**config.mk**
```make
export PLATFORM = sky130hd
export DESIGN_NAME = blk_group_reorder
export DESIGN_NICKNAME = d
export VERILOG_FILES = /design/src/rtl/rq_pkg.sv /design/src/rtl/rq_store.sv /design/src/rtl/rq_pick.sv /design/src/rtl/rq_idle_timer.sv /design/src/rtl/blk_group_reorder.sv
export SDC_FILE = /design/constraint.sdc
export NUM_CORES = 1
export LEC_CHECK = 0
export BUFFER_PORTS_ARGS = -buffer_cell sky130_fd_sc_hd__buf_2
export CAP_MARGIN = 40
export CORE_UTILIZATION = 56
export DETAILED_ROUTE_END_ITERATION = 10
export PLACE_DENSITY = 0.76
export SYNTH_ARGS = -nofsm -noshare
export SYNTH_HDL_FRONTEND = slang
export SYNTH_HIERARCHICAL = 1
export SYNTH_SLANG_ARGS = --single-unit
```
**constraint.sdc**
```tcl
create_clock -name clk -period 4.5 [get_ports clk]
set_input_delay 0.9 -clock clk [delete_from_list [all_inputs] [get_ports clk]]
set_output_delay 0.9 -clock clk [all_outputs]
set_load 0.01 [all_outputs]
```
**src/rtl/rq_pkg.sv**
```systemverilog
package rq_pkg;
  typedef enum logic {
    ST_COLLECT = 1'b0,
    ST_DRAIN   = 1'b1
  } rq_state_e;
endpackage

```
**src/rtl/rq_store.sv**
```systemverilog
module rq_store #(
  parameter int DEPTH  = 16,
  parameter int BLK_W  = 8,
  parameter int DATA_W = 16,
  localparam int IDX_W = $clog2(DEPTH)
) (
  input  logic                        clk,
  input  logic                        rst,
  input  logic                        we,
  input  logic [IDX_W-1:0]            widx,
  input  logic                        wwr,
  input  logic [BLK_W-1:0]            wblk,
  input  logic [DATA_W-1:0]           wdata,
  input  logic                        clr,
  input  logic [IDX_W-1:0]            cidx,
  input  logic                        re,
  input  logic [IDX_W-1:0]            ridx,
  output logic [DEPTH-1:0]            valid,
  output logic [DEPTH-1:0]            wr_vec,
  output logic [DEPTH-1:0][BLK_W-1:0] blk_vec,
  output logic [DATA_W-1:0]           rdata
);
  // Payload kept in a plain memory with a synchronous read port
  logic [DATA_W-1:0] mem [DEPTH];

  always_ff @(posedge clk) begin
    if (we) mem[widx] <= wdata;
    if (re) rdata <= mem[ridx];
  end

  // Type and block stay in flops: every entry is compared in parallel
  always_ff @(posedge clk) begin
    if (rst) begin
      valid   <= '0;
      wr_vec  <= '0;
      blk_vec <= '0;
    end else begin
      for (int i = 0; i < DEPTH; i++) begin
        if (we && widx == IDX_W'(i)) begin
          valid[i]   <= 1'b1;
          wr_vec[i]  <= wwr;
          blk_vec[i] <= wblk;
        end else if (clr && cidx == IDX_W'(i)) begin
          valid[i] <= 1'b0;
        end
      end
    end
  end

  // a live entry is never overwritten and never emitted twice
  p_no_overwrite_r9: assert property (@(posedge clk) disable iff (rst) we |-> !valid[widx]);
  p_clr_live_r9:     assert property (@(posedge clk) disable iff (rst) clr |-> valid[cidx]);
endmodule

```
**src/rtl/rq_pick.sv**
```systemverilog
module rq_pick #(
  parameter int DEPTH = 16,
  parameter int BLK_W = 8,
  localparam int IDX_W = $clog2(DEPTH)
) (
  input  logic                        clk,
  input  logic                        rst,
  input  logic [DEPTH-1:0]            pend,
  input  logic [DEPTH-1:0][BLK_W-1:0] blk_vec,
  input  logic                        grp_act,
  input  logic [BLK_W-1:0]            grp_blk,
  output logic                        any,
  output logic [IDX_W-1:0]            idx,
  output logic                        in_grp
);
  logic [DEPTH-1:0] match;
  logic [DEPTH-1:0] cand;

  for (genvar g = 0; g < DEPTH; g++) begin : g_cmp
    assign match[g] = pend[g] && (blk_vec[g] == grp_blk);
  end

  always_comb begin
    in_grp = grp_act && (|match);
    cand   = in_grp ? match : pend;
    any    = |cand;
    idx    = '0;
    for (int i = DEPTH - 1; i >= 0; i--) begin
      if (cand[i]) idx = IDX_W'(i);
    end
  end

  // Checker-side view: does an older pending entry share the chosen block?
  logic older_same;
  always_comb begin
    older_same = 1'b0;
    for (int i = 0; i < DEPTH; i++) begin
      if (IDX_W'(i) < idx && pend[i] && blk_vec[i] == blk_vec[idx]) older_same = 1'b1;
    end
  end

  p_sel_pending_r9:   assert property (@(posedge clk) disable iff (rst) any |-> pend[idx]);
  p_same_blk_order_r7: assert property (@(posedge clk) disable iff (rst) any |-> !older_same);
endmodule

```
**src/rtl/rq_idle_timer.sv**
```systemverilog
module rq_idle_timer #(
  parameter int IDLE_MAX = 8,
  localparam int CNT_W = $clog2(IDLE_MAX + 1)
) (
  input  logic clk,
  input  logic rst,
  input  logic run,
  input  logic clear,
  output logic expire
);
  logic [CNT_W-1:0] cnt;

  assign expire = run && (cnt == CNT_W'(IDLE_MAX - 1));

  always_ff @(posedge clk) begin
    if (rst || clear)  cnt <= '0;
    else if (expire)   cnt <= '0;
    else if (run)      cnt <= cnt + 1'b1;
  end
endmodule

```
**src/rtl/blk_group_reorder.sv**
```systemverilog
module blk_group_reorder #(
  parameter int DEPTH    = 16,
  parameter int BLK_W    = 8,
  parameter int DATA_W   = 16,
  parameter int IDLE_MAX = 8
) (
  input  logic              clk,
  input  logic              rst,
  input  logic              in_valid,
  output logic              in_ready,
  input  logic              in_wr,
  input  logic [BLK_W-1:0]  in_blk,
  input  logic [DATA_W-1:0] in_data,
  output logic              out_valid,
  input  logic              out_ready,
  output logic              out_wr,
  output logic [BLK_W-1:0]  out_blk,
  output logic [DATA_W-1:0] out_data
);
  import rq_pkg::*;

  localparam int IDX_W = $clog2(DEPTH);
  localparam int CNT_W = $clog2(DEPTH + 1);

  rq_state_e               state;
  logic [CNT_W-1:0]        count;
  logic                    grp_act;
  logic [BLK_W-1:0]        grp_blk;
  logic [DEPTH-1:0]        valid;
  logic [DEPTH-1:0]        wr_vec;
  logic [DEPTH-1:0][BLK_W-1:0] blk_vec;
  logic [DEPTH-1:0]        pend;
  logic                    pick_any;
  logic [IDX_W-1:0]        pick_idx;
  logic                    pick_in_grp;
  logic                    accept;
  logic                    close_full;
  logic                    expire;
  logic                    load;

  assign in_ready   = (state == ST_COLLECT) && (count != CNT_W'(DEPTH));
  assign accept     = in_valid && in_ready;
  assign close_full = accept && (count == CNT_W'(DEPTH - 1));
  assign pend       = (state == ST_DRAIN) ? valid : '0;
  assign load       = (!out_valid || out_ready) && pick_any;

  rq_store #(.DEPTH(DEPTH), .BLK_W(BLK_W), .DATA_W(DATA_W)) u_store (
    .clk     (clk),
    .rst     (rst),
    .we      (accept),
    .widx    (count[IDX_W-1:0]),
    .wwr     (in_wr),
    .wblk    (in_blk),
    .wdata   (in_data),
    .clr     (load),
    .cidx    (pick_idx),
    .re      (load),
    .ridx    (pick_idx),
    .valid   (valid),
    .wr_vec  (wr_vec),
    .blk_vec (blk_vec),
    .rdata   (out_data)
  );

  rq_pick #(.DEPTH(DEPTH), .BLK_W(BLK_W)) u_pick (
    .clk     (clk),
    .rst     (rst),
    .pend    (pend),
    .blk_vec (blk_vec),
    .grp_act (grp_act),
    .grp_blk (grp_blk),
    .any     (pick_any),
    .idx     (pick_idx),
    .in_grp  (pick_in_grp)
  );

  rq_idle_timer #(.IDLE_MAX(IDLE_MAX)) u_timer (
    .clk    (clk),
    .rst    (rst),
    .run    ((state == ST_COLLECT) && (count != '0) && !accept),
    .clear  (accept || (state != ST_COLLECT)),
    .expire (expire)
  );

  always_ff @(posedge clk) begin
    if (rst) begin
      state     <= ST_COLLECT;
      count     <= '0;
      grp_act   <= 1'b0;
      grp_blk   <= '0;
      out_valid <= 1'b0;
      out_wr    <= 1'b0;
      out_blk   <= '0;
    end else begin
      case (state)
        ST_COLLECT: begin
          if (accept) count <= count + 1'b1;
          if (close_full || expire) state <= ST_DRAIN;
        end
        default: begin
          if (valid == '0) begin
            state   <= ST_COLLECT;
            count   <= '0;
            grp_act <= 1'b0;
          end
        end
      endcase

      if (load) begin
        out_valid <= 1'b1;
        out_wr    <= wr_vec[pick_idx];
        out_blk   <= blk_vec[pick_idx];
        if (!pick_in_grp) begin
          // A new scan position: a write opens its block's group, a read closes any group
          grp_act <= wr_vec[pick_idx];
          grp_blk <= blk_vec[pick_idx];
        end
      end else if (out_ready) begin
        out_valid <= 1'b0;
      end
    end
  end

  p_hold_r8: assert property (@(posedge clk) disable iff (rst)
    (out_valid && !out_ready) |=> (out_valid && $stable(out_wr) && $stable(out_blk) && $stable(out_data)));
  p_group_next_r4: assert property (@(posedge clk) disable iff (rst)
    (load && pick_in_grp) |=> (out_blk == $past(grp_blk)));
  p_full_close_r2: assert property (@(posedge clk) disable iff (rst) close_full |=> !in_ready);
  p_idle_close_r3: assert property (@(posedge clk) disable iff (rst) expire |=> (state == ST_DRAIN));
endmodule

```
* Word-level counts from Yosys, hierarchy flattened
Memory sizes are Yosys's and may differ from the RTL's. A register that Yosys moved wholly into a read port is not among the register bits.
Index checks and enable logic that the tools add are counted.
** Storage, ports and cells
- Register bits :: 189
- Latch bits :: 0
- Memory bits (writable) :: 256
- Memory bits (read-only) :: 0
- Input bits :: 29
- Logic and storage cells :: 269
- Memories :: 1
** Memories
- u_store.mem :: words 16, width 16, read ports 1, clocked after Yosys merged registers in 1, write ports 1, line rq_store.sv:24 : logic [DATA_W-1:0] mem [DEPTH];
** Cells by class
- $add $sub $neg :: 2
- $mul :: 0
- Divide/modulo/power cells :: 0
- Order comparisons :: 1
- Equality and inequality tests :: 50
- Shift operators :: 0
- Multiplexer cells :: 68
- Bitwise logic cells :: 2
- Reduce and logical (&&, ||, !) cells :: 89
** Operators by type and width (count)
- $eq 8x8->1 :: 16
- $eq 4x4->1 const B :: 16
- $mux 4 :: 16
- $logic_and 1x1->1 :: 56
- $mux 1 :: 44
- $eq 4x3->1 const B :: 9
- $reduce_bool 2->1 :: 18
- $bmux 8 s4 :: 1
- $mux 16 :: 2
- $reduce_or 16->1 :: 2
- $eq 4x2->1 const B :: 4
- $logic_not 16->1 :: 1
- $mux 5 :: 3
- $eq 4x1->1 const B :: 2
- $logic_not 4->1 :: 2
- $mux 8 :: 1
- $add 5x1->5 const B :: 1
- $eq 5x4->1 const B :: 1
- $lt 4x5->1 const B :: 1
- $ne 5x5->1 const B :: 1
- $reduce_bool 5->1 :: 1
- $add 4x1->4 const B :: 1
- $bmux 1 s4 :: 1
- $logic_or 1x1->1 :: 4
- 5 further kinds :: 8

* Longest topological paths before layout
Gate-level depths: netlist of the first run.
- Depth in word-level cells :: 25
- Depth in mapped cells :: 20

* By module
Netlist of the first run, hierarchy kept.
** Modules (own cells, without submodules)
- rq_store :: times used 1, cells each 1191, area an instance 16273.1 µm², sequential area each 11370.9 µm²
- blk_group_reorder :: times used 1, cells each 220, area an instance 2364.8 µm², sequential area each 500.5 µm²
- rq_pick :: times used 1, cells each 279, area an instance 2103.3 µm², sequential area each 0.0 µm²
- rq_idle_timer :: times used 1, cells each 17, area an instance 180.2 µm², sequential area each 80.1 µm²

* Least setup slack after synthesis of the first run
No wires, ideal clock.
- Path type :: register -> register
- From :: register state
- To :: register u_store.rdata[12] (read register of u_store.mem), data pin
- Arrival :: 4.128 ns
- Required time :: 4.241 ns
- Path slack :: 0.113 ns
- Stages on the path, launching flop included :: 18
- Path buffers :: 3
- Cell sequence :: dfxtp_1 > clkbuf_1 > and2_1 > nand2_1 > nor3_1 > a2111oi_2 > nand4_1 > o21ai_4 > inv_2 > o2bb2ai_1 > o31ai_1 > a2111oi_0 > o31ai_1 > buf_2 > clkbuf_1 > mux4_2 > a22oi_1 > nand2_1
** Between the ends
- Cells in the longest elaborated chain, start to end :: 21
- Elaborated cells on any way between the ends :: 38
- Those cells by class :: 18 x mux; 20 x reduce/logical
** Ends and longest elaborated chain
- from (decl) :: line blk_group_reorder.sv:25 : rq_state_e state;
- from (signal assigned) :: line blk_group_reorder.sv:87 : state <= ST_COLLECT;
- from (signal assigned) :: line blk_group_reorder.sv:98 : if (close_full || expire) state <= ST_DRAIN;
- from (signal assigned) :: line blk_group_reorder.sv:102 : state <= ST_COLLECT;
- $mux 16 (*) :: line blk_group_reorder.sv:44 : assign pend = (state == ST_DRAIN) ? valid : '0;
- net pend[6] :: line blk_group_reorder.sv:32 : logic [DEPTH-1:0] pend;
- $logic_and 1x1->1 (*) :: line rq_pick.sv:20 : assign match[g] = pend[g] && (blk_vec[g] == grp_blk);
- $reduce_or 16->1 (*) :: line rq_pick.sv:24 : in_grp = grp_act && (|match);
- $logic_and 1x1->1 (*) :: line rq_pick.sv:24
- net pick_in_grp :: line blk_group_reorder.sv:35 : logic pick_in_grp;
- $mux 16 (*) :: line rq_pick.sv:25 : cand = in_grp ? match : pend;
- $mux 4 (15 in series) :: line rq_pick.sv:29 : if (cand[i]) idx = IDX_W'(i);
- $mux 4 (*) :: line rq_pick.sv:29
- net pick_idx[1] :: line blk_group_reorder.sv:34 : logic [IDX_W-1:0] pick_idx;
- to (decl) :: line rq_store.sv:21 : output logic [DATA_W-1:0] rdata
Mark *: on every way through the listed nets, which the timed path passes. The rest lies on a longest branch.
A chain may end at the register's enable or synchronous reset.

* Worst setup path after layout of the first run
- From :: register grp_blk[2]
- To :: register grp_blk[0]
** Between the ends
- Cells in the longest elaborated chain, start to end :: 23
- Elaborated cells on any way between the ends :: 57
- Those cells by class :: 16 x eq/ne; 19 x mux; 1 x bitwise; 21 x reduce/logical
** Ends and longest elaborated chain
- from (decl) :: line blk_group_reorder.sv:28 : logic [BLK_W-1:0] grp_blk;
- from (signal assigned) :: line blk_group_reorder.sv:116 : grp_blk <= blk_vec[pick_idx];
- $eq 8x8->1 :: line rq_pick.sv:20
- $logic_and 1x1->1 :: line rq_pick.sv:20
- $reduce_or 16->1 :: line rq_pick.sv:24
- $logic_and 1x1->1 :: line rq_pick.sv:24
- $mux 16 (*) :: line rq_pick.sv:25
- $mux 4 (15 in series) :: line rq_pick.sv:29
- $mux 4 (*) :: line rq_pick.sv:29
- net pick_idx[2] :: line blk_group_reorder.sv:34
- $bmux 8 s4 (*)
- $mux 8 (*)
Mark *: on every way through the listed nets, which the timed path passes. The rest lies on a longest branch. The select of a mux whose other input is x is not followed.

==> insert_results.sql, run 1 <==
INSERT INTO impl_metrics (metric_group, metric, value, unit) VALUES
('yosys', 'netlist.area_leader.share', '0.390', ''),
('yosys', 'netlist_top_cells_count', 'sky130_fd_sc_hd__edfxtp_1, sky130_fd_sc_hd__dfxtp_1, sky130_fd_sc_hd__a21oi_1, sky130_fd_sc_hd__nand3_1, sky130_fd_sc_hd__o21ai_0', ''),
('setup_path', 'crit_type', 'flop to flop', ''),
('cts', 'cts-root-to-sink-buffers', '3', ''),
('placed_design', 'buffer_ports.inserted', '55', ''),
('floorplan', 'chipHeight', '195', 'um'),
('yosys', 'post_synth_inst_count', '1707', ''),
('floorplan', 'boundaryPins', '56', ''),
('sta', 'report.final.hold_viol_count', '0', ''),
('sta', 'maxSlewViolCount', '0', ''),
('cts', 'cts.root.buffer_cell', 'sky130_fd_sc_hd__clkbuf_16', ''),
('drt', 'drt_first_pass_iters', '5', ''),
('global_route', 'grt_util_all_layers', '0.310', ''),
('drt', 'detail_route.drc_violations', '0', ''),
('drt', 'residual_antenna_violating_net_count_after_detailed_routing', '0', ''),
('floorplan', 'rows', '70', ''),
('setup_path', 'largest_fanout_on_the_critical_path', '30', ''),
('power', 'peakVddDrop', '0.267', 'mV'),
('min_path', 'hold_path_depth', '2', ''),
('layout', 'final_net_count', '1801', ''),
('setup_path', 'r2r.worst_path.cells', '18', ''),
('outcome', 'outcome', 'complete, no violations', ''),
('setup_path', 'crit_path_top_delay_cell', 'sky130_fd_sc_hd__mux4_2', ''),
('layout', 'fill_cells', '2607', ''),
('yosys', 'synth-seq-area-share', '0.571', ''),
('setup_path', 'timing.critical_path.cells', 'buf_12, buf_4, xnor2_1, nand4_1, nor3_2, nor2_1, nand4_1, o21ai_4, buf_4, a211oi_2, buf_4, nand3_1, a311oi_4, buf_12, mux4_2, a211o_1, o221ai_2, o2bb2ai_1', ''),
('power', 'design_power_total', '0.00881', 'W'),
('sta', 'timing.clock.skew', '0.0392', 'ns'),
('floorplan', 'floorplan.core_area', '36700', 'um^2'),
('floorplan', 'die_width', '195', 'um'),
('yosys', 'ys_async_sr_fraction', '0', ''),
('yosys', 'synthMostInstantiatedCell', 'sky130_fd_sc_hd__edfxtp_1', ''),
('layout', 'utilization', '0.648', ''),
('setup_path', 'cp_slowest_stage_delay', '0.53', 'ns'),
('yosys', 'yosysWarnings', '6', ''),
('cts', 'cts.reportedPaths.clkPinSlew', '0.06', 'ns'),
('yosys', 'synth_area_leader_cell', 'sky130_fd_sc_hd__edfxtp_1', ''),
('yosys', 'synth_enable_flop_cells', '272', ''),
('global_route', 'grt_overflow', '0', ''),
('min_path', 'min-delay-path-class', 'flop to flop', ''),
('setup_path', 'timing.critical_path.to_type', 'flop', ''),
('drt', 'detail_route.wl_per_cell', '25.8', 'um'),
('global_route', 'number_of_global_route_vias_before_repair', '14500', ''),
('global_route', 'grt_antenna_before_repair', '1', ''),
('cts', 'cts_tree', 'yes', ''),
('global_route', 'grt_max_degree', '121', ''),
('min_path', 'hold_path_end', 'u_store/wr_vec[12]$_SDFFE_PP0P_', ''),
('setup_path', 'path_delay_family', 'compound AO/OA/AOI/OAI gates', ''),
('setup_path', 'worstReg2RegStart', 'grp_blk[2]$_SDFFE_PP0P_', ''),
('sta', 'hold_ws', '0.477', 'ns'),
('yosys', 'post_synth.cell_area_avg', '12.3', 'um^2'),
('power', 'power_per_cell_area', '371', 'nW/um^2'),
('drt', 'route.detailed.vias_per_inst', '6.62', ''),
('cts', 'tritoncts.num_buffers', '46', ''),
('yosys', 'synth_area', '20900', 'um^2'),
('floorplan', 'die_area', '38100', 'um^2'),
('setup_path', 'crit_path_frequent_cell', 'sky130_fd_sc_hd__buf_4', ''),
('setup_path', 'timing.critical_path.from_type', 'flop', ''),
('drt', 'drt_first_iter_violations', '1798', ''),
('sta', 'fmax', '231', 'MHz'),
('power', 'static-leakage-power', '7.74', 'nW'),
('setup_path', 'rrSetupSlack', '0.16', 'ns'),
('placed_design', 'gpl.final_weighted_congestion', '0.998', ''),
('sta', 'worst-slew-pin-transition', '0.940', 'ns'),
('layout', 'post_route_cells_drive_above_1_share', '0.203', ''),
('drt', 'vias', '15100', ''),
('setup_path', 'cp_num_buf_inv', '5', ''),
('job', 'max_cap_viol_count', '0', ''),
('cts', 'cts.htree.levels', '2', ''),
('layout', 'syn2layout_area_growth', '13.6', '%'),
('sta', 'worst_rel_slew_slack', '0.372', '');
==> per-stage QoR <==
step | instance area, um^2 | setup WS [ns] | std cells | setup TNS, ns
final | 23800 | 0.163 | 2274 | 0
after global routing | 23800 | -0.00693 | 2273 | -0.0124
after CTS | 23700 | 0.00416 | 2268 | 0
after detailed placement | 22100 | 0.0186 | 2183 | 0
after global placement | 22000 | 0.0941 | 2178 | 0
after floorplan | 20900 | 0.113 | 1707 | 0
==> repair_timing <==
action,4_1_cts,5_1_grt
hold buffers,0,0
gates resized for setup,1,13
setup buffers,0,5
setup endpoints to repair,4,38
pin swaps,0,2
endpoints found under the hold margin,0,0
==> how the worst max path moves through the flow <==
stage                     depth (start not counted)                        endpoint  slack [ns]                     from
after floorplan                                  17     u_store/rdata[12]$_DFFE_PP_        0.11         state$_SDFF_PP0_
after global placement                           17  u_store/valid[12]$_SDFFE_PP0P_        0.09  grp_blk[3]$_SDFFE_PP0P_
after detailed placement                         17  u_store/valid[12]$_SDFFE_PP0P_        0.02  grp_blk[3]$_SDFFE_PP0P_
after CTS                                        17     u_store/rdata[13]$_DFFE_PP_       0.004  grp_blk[3]$_SDFFE_PP0P_
after global routing                             19         out_blk[0]$_SDFFE_PP0P_      -0.007  grp_blk[7]$_SDFFE_PP0P_
final                                            18         grp_blk[0]$_SDFFE_PP0P_        0.16  grp_blk[2]$_SDFFE_PP0P_
==> cell families (layout without fill, tap and decap cells) <==
family,count (synthesis),in the layout,synth area share
flops,461,461,0.571
compound gates,434,434,0.121
simple gates,385,385,0.0958
buf+inv,184,282,0.0453
xor+xnor,133,133,0.0557
mux,106,106,0.108
fa+ha+maj,4,4,0.00239
other cells,0,1,0
==> state kept, by name, summed over array words and instances (netlist names) <==
signal	flops
u_store/mem	256
u_store/blk_vec	128
u_store/rdata	16
u_store/valid	16
u_store/wr_vec	16
grp_blk	8
out_blk	8
count	5
u_timer/cnt	4
grp_act	1
out_valid	1
out_wr	1
state	1
==> worst reg2reg max path, stage by stage (launching register included) <==
cell and delay [ns]:
sky130_fd_sc_hd__dfxtp_1 0.34, sky130_fd_sc_hd__buf_12 0.16, sky130_fd_sc_hd__buf_4 0.15, sky130_fd_sc_hd__xnor2_1 0.26, sky130_fd_sc_hd__nand4_1 0.21, sky130_fd_sc_hd__nor3_2 0.19, sky130_fd_sc_hd__nor2_1 0.11, sky130_fd_sc_hd__nand4_1 0.17
sky130_fd_sc_hd__o21ai_4 0.09, sky130_fd_sc_hd__buf_4 0.18, sky130_fd_sc_hd__a211oi_2 0.24, sky130_fd_sc_hd__buf_4 0.16, sky130_fd_sc_hd__nand3_1 0.14, sky130_fd_sc_hd__a311oi_4 0.42, sky130_fd_sc_hd__buf_12 0.26, sky130_fd_sc_hd__mux4_2 0.56
sky130_fd_sc_hd__a211o_1 0.35, sky130_fd_sc_hd__o221ai_2 0.12, sky130_fd_sc_hd__o2bb2ai_1 0.13
==> power by group <==
| group | switching [W] | internal (W) | total [W] |
|---|---|---|---|
| Clock | 0.00166 | 0.00230 | 0.00396 |
| Combinational | 0.000237 | 0.0000875 | 0.000324 |
| Sequential | 0.0000270 | 0.00450 | 0.00453 |
| Total | 0.00193 | 0.00688 | 0.00881 |
==> metal layers <==
layer	vias up	GRT usage	wire length [um]
li1	6549	-	-
met3	153	0.0572	5660
met2	905	0.519	29000
met4	0	0.125	2380
met1	7456	0.399	21800
met5	-	0	0
==> layout by cell type, fill, tap and decap left out, drive strengths merged, types with 60 or more instances in the layout <==
| cell type | synthesis | layout |
|---|---|---|
| xnor2 | 129 | 129 |
| buf | 52 | 170 |
| nand2 | 60 | 60 |
| a21oi | 168 | 168 |
| o21ai | 167 | 167 |
| nand3 | 165 | 165 |
| mux4 | 94 | 94 |
| dfxtp | 189 | 189 |
| clkbuf | 105 | 69 |
| edfxtp | 272 | 272 |
==> final cells by class <==
cell class	count	area, um^2	area share
Sequential cell	461	12000	0.503
Inverter	27	101	0.00426
Clock buffer	69	1330	0.0559
Multi-Input combinational cell	1062	8130	0.342
Timing Repair Buffer	170	1410	0.0594
Clock inverter	16	250	0.0105
Tap cell	468	586	0.0246
Antenna cell	1	2.50	0.000105
No activity file was read; power rests on OpenSTA's default activity.
==> run 2: changes to the inputs <==
==> constraint.sdc (replaced) <==
create_clock -name clk -period 3.6 [get_ports clk]
set_input_delay 0.72 -clock clk [delete_from_list [all_inputs] [get_ports clk]]
set_output_delay 0.72 -clock clk [all_outputs]
set_load 0.01 [all_outputs]
==> run 2 against run 1 <==
Net effect:
- the flow now finishes with violations (setup timing)
- setup slack worse by 0.96 ns
- worst hold slack worse by 0.026 ns
- utilization up 6.0 points
- non-clock buffer count up 152
- critical path type unchanged
- largest power group unchanged
==> insert_results.sql, run 2 (synthesis gave the netlist of run 1 again) <==
INSERT INTO impl_metrics (metric_group, metric, value, unit) VALUES
('layout', 'layout_common_cells', 'sky130_fd_sc_hd__edfxtp_1, sky130_fd_sc_hd__buf_4, sky130_fd_sc_hd__dfxtp_1, sky130_fd_sc_hd__a21oi_1, sky130_fd_sc_hd__nand3_1', ''),
('cts', 'cts.htree.levels', '2', ''),
('global_route', 'wire_length_of_the_first_global_routing_pass', '97300', 'um'),
('floorplan', 'rows', '70', ''),
('setup_path', 'worst-endpoint-arrival', '4.88', 'ns'),
('min_path', 'min-delay-path-class', 'primary input to flop', ''),
('drt', 'drt_first_iter_violations', '2166', ''),
('sta', 'layout_setup_ws', '-0.800', 'ns'),
('sta', 'grt_setup_unrepaired', 'true', ''),
('global_route', 'grt_overflow', '0', ''),
('floorplan', 'chipHeight', '195', 'um'),
('drt', 'residual_antenna_violating_net_count_after_detailed_routing', '0', ''),
('cts', 'cts_stage_hold_buffer_count', '0', ''),
('setup_path', 'crit-reg2reg-capture', 'out_wr$_SDFFE_PP0P_', ''),
('sta', 'timing.clock.skew', '0.0208', 'ns'),
('global_route', 'number_of_global_route_vias_before_repair', '16000', ''),
('floorplan', 'die_area', '38100', 'um^2'),
('floorplan', 'initial_core_util', '0.570', ''),
('setup_path', 'crit_required', '4.08', 'ns'),
('drt', 'detail_route.wirelength', '67300', 'um'),
('setup_path', 'timing.critical_path.to_type', 'flop', ''),
('outcome', 'failed_checks', 'setup timing', ''),
('placed_design', 'placedCellCount', '2290', ''),
('layout', 'final_net_count', '1952', ''),
('cts', 'worst_skew_pair.late_latency', '0.60', 'ns'),
('layout', 'post_route_cells_drive_above_1_share', '0.320', ''),
('global_route', 'grt_max_degree', '73', ''),
('global_route', 'grt_util_all_layers', '0.343', ''),
('layout', 'largest-register', 'u_store/mem', ''),
('power', 'static-leakage-power', '8.77', 'nW'),
('setup_path', 'worstReg2RegStart', 'grp_blk[3]$_SDFFE_PP0P_', ''),
('cts', 'cts-root-to-sink-buffers', '3', ''),
('floorplan', 'die_width', '195', 'um'),
('cts', 'cts_tree', 'yes', ''),
('cts', 'tritoncts.num_buffers', '45', ''),
('setup_path', 'largest_fanout_on_the_critical_path', '8', ''),
('layout', 'largest_reg_flops', '256', ''),
('drt', 'vias', '16100', ''),
('placed_design', 'gpl.final_weighted_congestion', '0.975', ''),
('setup_path', 'crit_type', 'flop to flop', ''),
('setup_path', 'crit_path_start', 'grp_blk[3]$_SDFFE_PP0P_', ''),
('drt', 'route.detailed.vias_per_inst', '6.64', ''),
('layout', 'syn2layout_area_growth', '24.1', '%'),
('setup_path', 'timing.critical_path.from_type', 'flop', ''),
('sta', 'worst_rel_slew_slack', '0.357', ''),
('cts', 'cts.reportedPaths.clkPinSlew', '0.06', 'ns'),
('sta', 'report.final.hold_viol_count', '0', ''),
('power', 'peakVddDrop', '0.333', 'mV'),
('global_route', 'grt_antenna_before_repair', '1', ''),
('setup_path', 'worst_setup_path_endpoint', 'out_wr$_SDFFE_PP0P_', ''),
('layout', 'largest_registers', 'u_store/mem: 256 flops, u_store/blk_vec: 128 flops', ''),
('drt', 'detail_route.wl_per_cell', '27.8', 'um'),
('sta', 'worst-slew-pin-transition', '0.965', 'ns'),
('job', 'max_cap_viol_count', '0', ''),
('sta', 'maxSlewViolCount', '0', ''),
('layout', 'utilization', '0.707', ''),
('setup_path', 'rrSetupSlack', '-0.80', 'ns'),
('sta', 'fmax', '227', 'MHz'),
('min_path', 'hold_path_depth', '3', ''),
('layout', 'finish.cell_count_without_fillers', '2423', ''),
('placed_design', 'buffer_ports.inserted', '55', ''),
('cts', 'cts_sinks', '461', ''),
('layout', 'layout_commonest_cell', 'sky130_fd_sc_hd__edfxtp_1', ''),
('sta', 'hold_ws', '0.451', 'ns'),
('drt', 'detail_route.drc_violations', '0', ''),
('power', 'power_per_cell_area', '420', 'nW/um^2'),
('floorplan', 'boundaryPins', '56', ''),
('sta', 'min_period', '4.40', 'ns'),
('placed_design', 'post-place-ws', '-1.04', 'ns'),
('sta', 'layout_worst_path_cycle_share', '1.22', ''),
('floorplan', 'floorplan.core_area', '36700', 'um^2'),
('drt', 'drt_first_pass_iters', '6', ''),
('setup_path', 'r2r.worst_path.cells', '21', ''),
('sta', 'final-setup-viol-count', '50', ''),
('cts', 'cts.root.buffer_cell', 'sky130_fd_sc_hd__clkbuf_16', ''),
('placed_design', 'dp_hpwl', '37800', 'um'),
('outcome', 'outcome', 'finished with violations', '');
[run 2: layout make-up]
type | count | area [um^2]
Sequential cell | 461 | 12000
Fill cell | 2366 | 10700
Multi-Input combinational cell | 1062 | 8810
Timing Repair Buffer | 322 | 2990
Clock buffer | 69 | 1350
Tap cell | 468 | 586
Clock inverter | 13 | 144
Inverter | 27 | 104
Antenna cell | 1 | 2.50
[run 2: through the flow]
step,instance area [um^2],setup TNS (ns),power [W]
floorplan,21000,-8.21,0.00598
global placement,22900,-39.76,0.00616
detailed placement,22900,-45.17,0.00618
CTS,25200,-20.32,0.0109
global route,26000,-34.04,0.0111
finish,26000,-28.41,0.0109
[run 2: what timing repair did]
| action | CTS | global route |
|---|---|---|
| gates resized for setup | 97 | 122 |
| cloned | 7 | 4 |
| pin swaps | 45 | 57 |
| endpoints found under the setup margin | 66 | 66 |
| setup buffers | 27 | 19 |
[run 2: power breakdown]
part           switching (W)  internal [W]
registers          0.0000316       0.00562
clock network        0.00207       0.00274
logic               0.000324      0.000132
[run 2: worst min path at each step]
stage	from	to	slack [ns]
2_1_floorplan	u_store/wr_vec[14]$_SDFFE_PP0P_	u_store/wr_vec[14]$_SDFFE_PP0P_	0.45
5_1_grt	out_ready	out_valid$_SDFFE_PP0P_	0.48
3_5_place_dp	u_store/wr_vec[2]$_SDFFE_PP0P_	u_store/wr_vec[2]$_SDFFE_PP0P_	0.47
3_3_place_gp	u_store/wr_vec[3]$_SDFFE_PP0P_	u_store/wr_vec[3]$_SDFFE_PP0P_	0.46
6_report	out_ready	out_valid$_SDFFE_PP0P_	0.45
4_1_cts	out_ready	out_valid$_SDFFE_PP0P_	0.45
[run 2: layer usage]
metal,vias up,share of wire,global-route usage
li1,6856,-,-
met2,1072,0.50,0.587
met4,2,0.059,0.179
met3,269,0.093,0.0446
met5,-,0.00018,0
met1,7881,0.35,0.427
[run 2: critical path: stages (launching register included)]
cell                       delay, ns
sky130_fd_sc_hd__dfxtp_4        0.37
sky130_fd_sc_hd__buf_8          0.14
sky130_fd_sc_hd__buf_4          0.15
sky130_fd_sc_hd__xnor2_1        0.18
sky130_fd_sc_hd__nand4_1        0.25
sky130_fd_sc_hd__nor3_2         0.27
sky130_fd_sc_hd__nor4_1         0.08
sky130_fd_sc_hd__nand4_1        0.15
sky130_fd_sc_hd__o21ai_4        0.12
sky130_fd_sc_hd__buf_4          0.18
sky130_fd_sc_hd__a211oi_4       0.34
sky130_fd_sc_hd__buf_4          0.18
sky130_fd_sc_hd__nand3_2        0.09
sky130_fd_sc_hd__a311oi_4       0.31
sky130_fd_sc_hd__buf_6          0.17
sky130_fd_sc_hd__buf_12         0.13
sky130_fd_sc_hd__buf_12         0.14
sky130_fd_sc_hd__mux4_2         0.34
sky130_fd_sc_hd__a21oi_2        0.16
sky130_fd_sc_hd__buf_4          0.14
sky130_fd_sc_hd__nor4b_1        0.05
sky130_fd_sc_hd__a311o_1        0.35
